$ cat src/rtl/spi_xchg_pkg.sv
package spi_xchg_pkg;

    localparam int BYTE_W = 8;
    localparam int ADDR_W = 2;

    typedef logic [BYTE_W-1:0] byte_t;

    typedef enum logic [ADDR_W-1:0] {
        SEL_DATA = 2'd0,
        SEL_PULL = 2'd1,
        SEL_STAT = 2'd2,
        SEL_CTRL = 2'd3
    } reg_sel_e;

    localparam byte_t FILL_BYTE = '1;

    typedef struct packed {
        logic  valid;
        byte_t data;
    } xfer_req_t;

    typedef struct packed {
        logic hold_full;
        logic busy;
    } stat_t;

    function automatic byte_t pack_status(stat_t s);
        return {{(BYTE_W-2){1'b0}}, s.hold_full, s.busy};
    endfunction

endpackage

$ cat src/rtl/spi_shift_engine.sv
module spi_shift_engine
    import spi_xchg_pkg::*;
#(
    parameter int CLK_DIV = 4
) (
    input  logic      clk,
    input  logic      rst,
    input  xfer_req_t feed,
    output logic      feed_ready,
    output logic      sclk,
    output logic      mosi,
    input  logic      miso,
    output logic      busy,
    output logic      done,
    output byte_t     rx_data
);

    localparam int HALF  = CLK_DIV / 2;
    localparam int PH_W  = (HALF > 1) ? $clog2(HALF) : 1;
    localparam int BIT_W = $clog2(BYTE_W);

    if (CLK_DIV != 2 && CLK_DIV != 4) begin : g_bad_div
        $error("CLK_DIV must be 2 or 4");
    end

    logic [PH_W-1:0]  ph_cnt;
    logic [BIT_W-1:0] bit_idx;
    byte_t            tx_sr;
    byte_t            rx_sr;
    logic             sclk_q;
    logic             busy_q;
    logic             ph_end;
    logic             last_fall;
    logic             load;

    always_comb begin
        ph_end     = (ph_cnt == PH_W'(HALF-1));
        last_fall  = busy_q && sclk_q && ph_end && (bit_idx == BIT_W'(BYTE_W-1));
        feed_ready = !busy_q || last_fall;
        load       = feed.valid && feed_ready;
    end

    always_ff @(posedge clk) begin
        if (rst) begin
            busy_q  <= 1'b0;
            sclk_q  <= 1'b0;
            ph_cnt  <= '0;
            bit_idx <= '0;
            tx_sr   <= '1;
            rx_sr   <= '0;
        end else if (load) begin
            busy_q  <= 1'b1;
            sclk_q  <= 1'b0;
            ph_cnt  <= '0;
            bit_idx <= '0;
            tx_sr   <= feed.data;
        end else if (last_fall) begin
            busy_q  <= 1'b0;
            sclk_q  <= 1'b0;
            ph_cnt  <= '0;
            tx_sr   <= '1;
        end else if (busy_q) begin
            if (ph_end) begin
                ph_cnt <= '0;
                sclk_q <= !sclk_q;
                if (!sclk_q) begin
                    rx_sr <= {rx_sr[BYTE_W-2:0], miso};
                end else begin
                    bit_idx <= bit_idx + 1'b1;
                    tx_sr   <= {tx_sr[BYTE_W-2:0], 1'b1};
                end
            end else begin
                ph_cnt <= ph_cnt + 1'b1;
            end
        end
    end

    assign sclk    = sclk_q;
    assign mosi    = tx_sr[BYTE_W-1];
    assign busy    = busy_q;
    assign done    = last_fall;
    assign rx_data = rx_sr;

    AST_MOSI_STILL_AT_RISE: assert property (@(posedge clk) disable iff (rst)
        $rose(sclk_q) |-> $stable(tx_sr[BYTE_W-1]));

    AST_SCLK_LOW_IDLE: assert property (@(posedge clk) disable iff (rst)
        !busy_q |-> !sclk_q);

    AST_END_AFTER_HIGH: assert property (@(posedge clk) disable iff (rst)
        $fell(busy_q) |-> $past(sclk_q));

endmodule

$ cat src/rtl/spi_reg_front.sv
module spi_reg_front
    import spi_xchg_pkg::*;
(
    input  logic              clk,
    input  logic              rst,
    input  logic              bus_sel,
    input  logic              bus_wr,
    input  logic [ADDR_W-1:0] bus_addr,
    input  byte_t             bus_wdata,
    output byte_t             bus_rdata,
    output xfer_req_t         feed,
    input  logic              feed_ready,
    input  logic              eng_busy,
    input  logic              done,
    input  byte_t             rx_data,
    output logic              cs_n
);

    reg_sel_e  sel;
    logic      wr_acc;
    logic      rd_acc;
    xfer_req_t req;
    byte_t     hold_q;
    logic      hold_full_q;
    logic      cs_q;
    byte_t     rx_q;
    stat_t     stat;

    always_comb begin
        sel       = reg_sel_e'(bus_addr);
        wr_acc    = bus_sel && bus_wr;
        rd_acc    = bus_sel && !bus_wr;
        req.valid = (wr_acc && sel == SEL_DATA) || (rd_acc && sel == SEL_PULL);
        req.data  = wr_acc ? bus_wdata : FILL_BYTE;
        feed.valid = hold_full_q || req.valid;
        feed.data  = hold_full_q ? hold_q : req.data;
    end

    always_ff @(posedge clk) begin
        if (rst) begin
            hold_full_q <= 1'b0;
            hold_q      <= '0;
            cs_q        <= 1'b1;
            rx_q        <= '0;
        end else begin
            if (wr_acc && sel == SEL_CTRL) begin
                cs_q <= bus_wdata[0];
            end
            if (done) begin
                rx_q <= rx_data;
            end
            if (hold_full_q) begin
                if (feed_ready) begin
                    hold_full_q <= req.valid;
                    if (req.valid) begin
                        hold_q <= req.data;
                    end
                end
            end else if (req.valid && !feed_ready) begin
                hold_full_q <= 1'b1;
                hold_q      <= req.data;
            end
        end
    end

    always_comb begin
        stat.hold_full = hold_full_q;
        stat.busy      = eng_busy;
        unique case (sel)
            SEL_DATA, SEL_PULL: bus_rdata = rx_q;
            SEL_STAT:           bus_rdata = pack_status(stat);
            default:            bus_rdata = {{(BYTE_W-1){1'b0}}, cs_q};
        endcase
    end

    assign cs_n = cs_q;

    AST_HOLD_NEEDS_BUSY: assert property (@(posedge clk) disable iff (rst)
        hold_full_q |-> eng_busy);

    AST_CS_FOLLOWS_CTRL: assert property (@(posedge clk) disable iff (rst)
        (wr_acc && sel == SEL_CTRL) |=> (cs_n == $past(bus_wdata[0])));

    AST_RX_ONLY_ON_DONE: assert property (@(posedge clk) disable iff (rst)
        !done |=> $stable(rx_q));

endmodule

$ cat src/rtl/spi_byte_port.sv
module spi_byte_port
    import spi_xchg_pkg::*;
#(
    parameter int CLK_DIV = 4
) (
    input  logic       clk,
    input  logic       rst,
    input  logic       bus_sel,
    input  logic       bus_wr,
    input  logic [1:0] bus_addr,
    input  logic [7:0] bus_wdata,
    output logic [7:0] bus_rdata,
    output logic       spi_sclk,
    output logic       spi_mosi,
    input  logic       spi_miso,
    output logic       spi_cs_n
);

    xfer_req_t feed;
    logic      feed_ready;
    logic      eng_busy;
    logic      eng_done;
    byte_t     eng_rx;

    spi_reg_front u_front (
        .clk        (clk),
        .rst        (rst),
        .bus_sel    (bus_sel),
        .bus_wr     (bus_wr),
        .bus_addr   (bus_addr),
        .bus_wdata  (bus_wdata),
        .bus_rdata  (bus_rdata),
        .feed       (feed),
        .feed_ready (feed_ready),
        .eng_busy   (eng_busy),
        .done       (eng_done),
        .rx_data    (eng_rx),
        .cs_n       (spi_cs_n)
    );

    spi_shift_engine #(.CLK_DIV(CLK_DIV)) u_engine (
        .clk        (clk),
        .rst        (rst),
        .feed       (feed),
        .feed_ready (feed_ready),
        .sclk       (spi_sclk),
        .mosi       (spi_mosi),
        .miso       (spi_miso),
        .busy       (eng_busy),
        .done       (eng_done),
        .rx_data    (eng_rx)
    );

endmodule

$ cat config.mk
export PLATFORM = sky130hd
export DESIGN_NAME = spi_byte_port
export DESIGN_NICKNAME = d
export VERILOG_FILES = /design/src/rtl/spi_xchg_pkg.sv /design/src/rtl/spi_shift_engine.sv /design/src/rtl/spi_reg_front.sv /design/src/rtl/spi_byte_port.sv
export SDC_FILE = /design/constraint.sdc
export NUM_CORES = 1
export LEC_CHECK = 0
export CAP_MARGIN = 20
export CORE_UTILIZATION = 58
export DETAILED_ROUTE_END_ITERATION = 8
export GPL_TIMING_DRIVEN = 0
export PLACE_DENSITY = 0.81
export SLEW_MARGIN = 5
export SYNTH_ARGS = -nofsm -noshare
export SYNTH_HDL_FRONTEND = slang
export SYNTH_SLANG_ARGS = --single-unit
$ cat constraint.sdc
create_clock -name clk -period 3.53 [get_ports clk]
set_clock_uncertainty 0.2 [all_clocks]
set_input_delay 0.353 -clock clk [delete_from_list [all_inputs] [get_ports clk]]
set_output_delay 0.353 -clock clk [all_outputs]
set_load 0.005 [all_outputs]
## Word-level counts from Yosys, hierarchy flattened

Index checks and enable logic that the tools add are counted.

| word-level totals | value |
|---|---|
| bits in registers | 40 |
| input port bits | 15 |
| output and inout bits | 11 |
| logic and storage cells | 70 |

| cells by class | value |
|---|---|
| $add $sub $neg | 2 |
| eq/ne operators | 6 |
| multiplexer cells | 18 |
| bitwise operators | 3 |
| reduce and logical (&&, ||, !) cells | 31 |

Operators by type and width:

| kind | count |
|---|---|
| $mux 8 | 11 |
| $pmux 8 s2 | 1 |
| $logic_and 1x1->1 | 10 |
| $reduce_bool 3->1 | 3 |
| $mux 1 | 6 |
| $reduce_and 3->1 | 2 |
| $reduce_and 5->1 | 1 |
| $eq 2x2->1 const B | 2 |
| $logic_not 1->1 | 4 |
| $ne 2x1->1 const B | 2 |
| $reduce_and 4->1 | 1 |
| $reduce_bool 2->1 | 2 |
| $reduce_or 2->1 | 2 |
| $add 3x1->3 const B | 1 |
| $eq 3x3->1 const B | 1 |
| $logic_or 1x1->1 | 3 |
| $not 1->1 | 3 |
| $reduce_or 3->1 | 1 |
| $eq 2x1->1 const B | 1 |
| $logic_not 2->1 | 1 |
| $reduce_and 2->1 | 1 |
| $add 1x1->1 const B | 1 |

## Logic depth before layout (Yosys ltp)

| logic depth | value |
|---|---|
| depth after elaboration | 8 |
| mapped depth | 7 |
| mapped depth without buffers | 6 |

## Modules after synthesis

From an unflattened synthesis, not the netlist that was laid out.

| second synthesis, totals | value |
|---|---|
| cell total of the unflattened synthesis | 224 |
| area, all modules | 1973.1 um^2 |

By module, submodules not included:

| module | instances | cells each | area an instance (um^2) |
|---|---|---|---|
| spi_shift_engine | 1 | 105 | 987.2 |
| spi_reg_front | 1 | 119 | 985.9 |

## Least setup slack after synthesis

OpenSTA, ideal clock, no wires.

| timing path | value |
|---|---|
| path kind | register -> register |
| start point | register u_engine.bit_idx[0] |
| end point | register u_engine.tx_sr[3] |
| arrival | 1.632 ns |
| required time | 3.210 ns |
| setup slack | 1.578 ns |
| cell stages (with the launch flop) | 8 |
| buffers on the path | 1 |
| period minus slack after synthesis | 1.952 ns |
| cells stage by stage | dfxtp_1 > ha_1 > ha_1 > nand3_1 > and2_1 > clkbuf_1 > a2111oi_2 > a211o_1 |

| on the way | value |
|---|---|
| cells in the longest elaborated chain, start to end | 6 |
| elaborated cells between the ends (all ways) | 10 |

RTL lines:

| what | line | text |
|---|---|---|
| from (decl) | spi_shift_engine.sv:27 | `logic [BIT_W-1:0] bit_idx;` |
| from (signal assigned) | spi_shift_engine.sv:69 | `bit_idx <= bit_idx + 1'b1;` |
| $eq 3x3->1 (*) | spi_shift_engine.sv:38 | `last_fall = busy_q && sclk_q && ph_end && (bit_idx == BIT_W'(BYTE_W-1));` |
| $logic_and 1x1->1 (*) | spi_shift_engine.sv:38 |  |
| $logic_or 1x1->1 | spi_shift_engine.sv:39 | `feed_ready = !busy_q \|\| last_fall;` |
| $logic_and 1x1->1 | spi_shift_engine.sv:40 | `load = feed.valid && feed_ready;` |
| $reduce_bool 3->1 (no source line) | -- |  |
| $reduce_and 3->1 (no source line) | -- |  |
| to (signal assigned) | spi_shift_engine.sv:56 | `tx_sr <= feed.data;` |
| to (signal assigned) | spi_shift_engine.sv:70 | `tx_sr <= {tx_sr[BYTE_W-2:0], 1'b1};` |
| to (decl) | spi_shift_engine.sv:28 | `byte_t tx_sr;` |

Mark *: on every way between the ends. The rest lies on a longest branch, timed or not.
A chain may end at the register's enable or synchronous reset.

## Worst setup path after layout

| timing path | value |
|---|---|
| start point | register u_front.hold_full_q |
| end point | output port bus_rdata[1] |

| on the way | value |
|---|---|
| cells in the longest elaborated chain, start to end | 1 |

RTL lines:

| what | line | text |
|---|---|---|
| from (decl) | spi_reg_front.sv:24 | `logic hold_full_q;` |
| from (signal assigned) | spi_reg_front.sv:54 | `hold_full_q <= req.valid;` |
| $pmux 8 s2 | spi_reg_front.sv:69 | `unique case (sel)` |
| to (decl) | spi_byte_port.sv:12 | `output logic [7:0] bus_rdata,` |

No other way between the ends.

==> run metrics <==
synth warn 0; CP max stage delay 0.52 ns; # DRC 0; most common cell after layout, fill and taps aside dfxtp_1; crit path capture type primary output; Int Pwr 677.0 uW; Post-CTS Resized 0; most frequent cells in the layout dfxtp_1 (40), nor2_1 (25), clkdlybuf4s50_1 (25), a21oi_1 (22), nand2_1 (20); Seq cells post-synth 40; Finish-stage setup viols 0; I/O pins 26; final wirelength 3960 um; final setup margin 0.8959 ns; Root Driver clkbuf_4; syn_area_per_cell 8.443 um^2; total setup buffers inserted after CTS 0; Mapped Cells 230; Slew Viols, Final 0; RSZ-0062 raised after global routing false; WP data arrival 2.08 ns; Die W 59.86 um; Syn Nets 247; CP max FO 10; sequential share of power 52.7%; Worst slew margin 59.90%; Min Clock Period, post-route 2.634 ns; leakage power 0.0009322 uW; vias post-DR 1662; Max IR drop VDD 0.2844 mV; register area share after synthesis 41.24%; DP HPWL 2815 um; Initial Util 62.58%; Post-Synthesis Cell Area 1942 um^2; Max Root-Sink Buffers 2; run status complete, no violations; Worst Tran Pin Value 0.6015 ns; row count 20; Hold Crit Class reg2reg; worst-path cell chain buf_2, clkbuf_1, nand3b_1, o21ai_0, clkdlybuf4s50_1; switching power share of the total 23.81%; Core Area 3103 um^2; total grt overflow 0; die height 59.86 um; count of input and output buffers 25; largest net degree at the start of global routing 14; Final Cycle Share 74.62%; CTS tree yes; fin nets 279; hold_ws 0.2620 ns; DP Worst Slack 1.030 ns; Setup crit start kind register; total design power 888.6 uW; CTS Sinks 40; Worst EP required 2.98 ns; cts bufs inserted 5; fmax 379.6 MHz; clock network power share 36.7%; first-pass GRT wire length 6479 um; post-detailed-route count of antenna-violating nets 0; count of final hold-check violations 0; CP Buf/Inv Count 3; RePlAce Congestion 0.8398; setup tns final 0 ns; CTS clock-pin slew for the worst setup and hold paths 0.12 ns; share of layout cells above drive strength 1 7.224%; Comb power frac 10.5%; post-DR vias/cell 5.414; CTS HTree Levels 2; routed len/inst 12.90 um; delay-heaviest family, CP buffers and inverters; Power Density 380.2 nW/um^2; ANT cells 0; Initial DRC Count 77; vias in the first global route 1479; die area 3583 um^2; area grow syn2layout 20.36%; Global Route Usage Sum 24.42%; post-synthesis cell type count 29; maxcap violations 0; Psw 211.6 uW; clk_lat worst skew 0.36 ns; Post-CTS Hold Buffers 0; first-pass iteration count of the detailed router 4; initial antenna violation count 0; CP max-delay cell clkdlybuf4s50_1; path type of the worst setup path reg2out; fillers 253
area by class of cell:
type	count	area, um^2	area share (%)
clock inverters	2	38.79	1.660
repair buffers	25	250.2	10.71
clock buffers	6	51.30	2.195
well taps	44	55.05	2.355
flip-flops and latches	40	800.8	34.26
inverters	13	48.80	2.088
multi-input cells	160	1020	43.63
plain buffers	17	72.57	3.105
sequential cells by signal (all words and copies together), names as in the netlist:
register,count
u_engine.bit_idx,3
u_engine.busy,1
u_engine.ph_cnt,1
u_engine.rx_data,8
u_engine.sclk,1
u_engine.tx_sr,8
u_front.cs_n,1
u_front.hold_full_q,1
u_front.hold_q,8
u_front.rx_q,8
kinds of logic after synthesis:
| family | Yosys count | synth area share (%) |
|---|---|---|
| AOI/OAI and AO/OA | 50 | 19.01 |
| xor gates and xnor gates | 3 | 1.353 |
| adders and majority gates | 2 | 1.288 |
| buffers and inverters | 30 | 6.250 |
| and+or+nand+nor | 86 | 21.07 |
| muxes | 19 | 9.794 |
| DFF | 40 | 41.24 |
synth_stat cells:
library cell | number | area share (%)
o31a_1 | 2 | 0.90
o21ai_2 | 1 | 0.45
ha_1 | 2 | 1.3
and2_1 | 2 | 0.64
nand4_1 | 1 | 0.32
o21ai_0 | 2 | 0.52
o21bai_1 | 8 | 3.1
xor2_1 | 1 | 0.45
a21oi_1 | 22 | 5.7
nand3_1 | 3 | 0.77
or2_0 | 1 | 0.32
nand3b_1 | 2 | 0.77
nand2_1 | 20 | 3.9
buf_2 | 4 | 1.0
nor2b_1 | 7 | 2.3
clkbuf_1 | 12 | 2.3
buf_4 | 1 | 0.39
a2111oi_2 | 5 | 3.9
a211o_1 | 8 | 3.6
xnor2_1 | 2 | 0.90
nor4_1 | 1 | 0.32
nor2_1 | 25 | 4.8
inv_1 | 13 | 2.5
dfxtp_1 | 40 | 41
nor3_1 | 12 | 3.1
a2111oi_0 | 2 | 0.90
mux2i_1 | 19 | 9.8
and3_1 | 2 | 0.64
nand2b_1 | 10 | 3.2
layer usage:
metal,vias to the layer above,routed length [um],GRT usage (%)
li1,850,-,-
met4,0,59,11.96
met1,781,1903,31.49
met3,6,148,6.061
met2,25,1849,37.94
met5,-,0,0
per-stage QoR:
step / instance area, um^2 / utilization (%) / std cells
3_5_place_dp: 2247 / 72.42 / 299
3_3_place_gp: 2247 / 72.42 / 299
6_report: 2337 / 75.32 / 307
2_1_floorplan: 1942 / - / 230
5_1_grt: 2337 / 75.32 / 307
4_1_cts: 2337 / 75.32 / 307
tightest hold or removal path: cells and delay by family (launching register included):
kind            cells  cell delay [ns]
simple gates        1             0.05
flops               1             0.33
compound gates      1             0.05
power groups by stage:
stage,Clock (uW),Combinational (uW),Sequential [uW]
floorplan,0,57.0,477
global placement,0,91.6,479
detailed placement,0,93.4,478
CTS,333,93.9,469
global route,353,103,470
finish,326,93.6,469
final timing paths:
check	start	to	slack [ns]	cells after the start
worst max register to register	u_engine.bit_idx[0]	u_engine.tx_sr[6]	1.24	7
worst max-delay path	u_front.hold_full_q	bus_rdata[1]	0.90	5
worst min register to register	u_front.rx_q[7]	u_front.rx_q[7]	0.26	2
worst min-delay path	u_front.rx_q[7]	u_front.rx_q[7]	0.26	2
(Power assumes the default switching activity.)
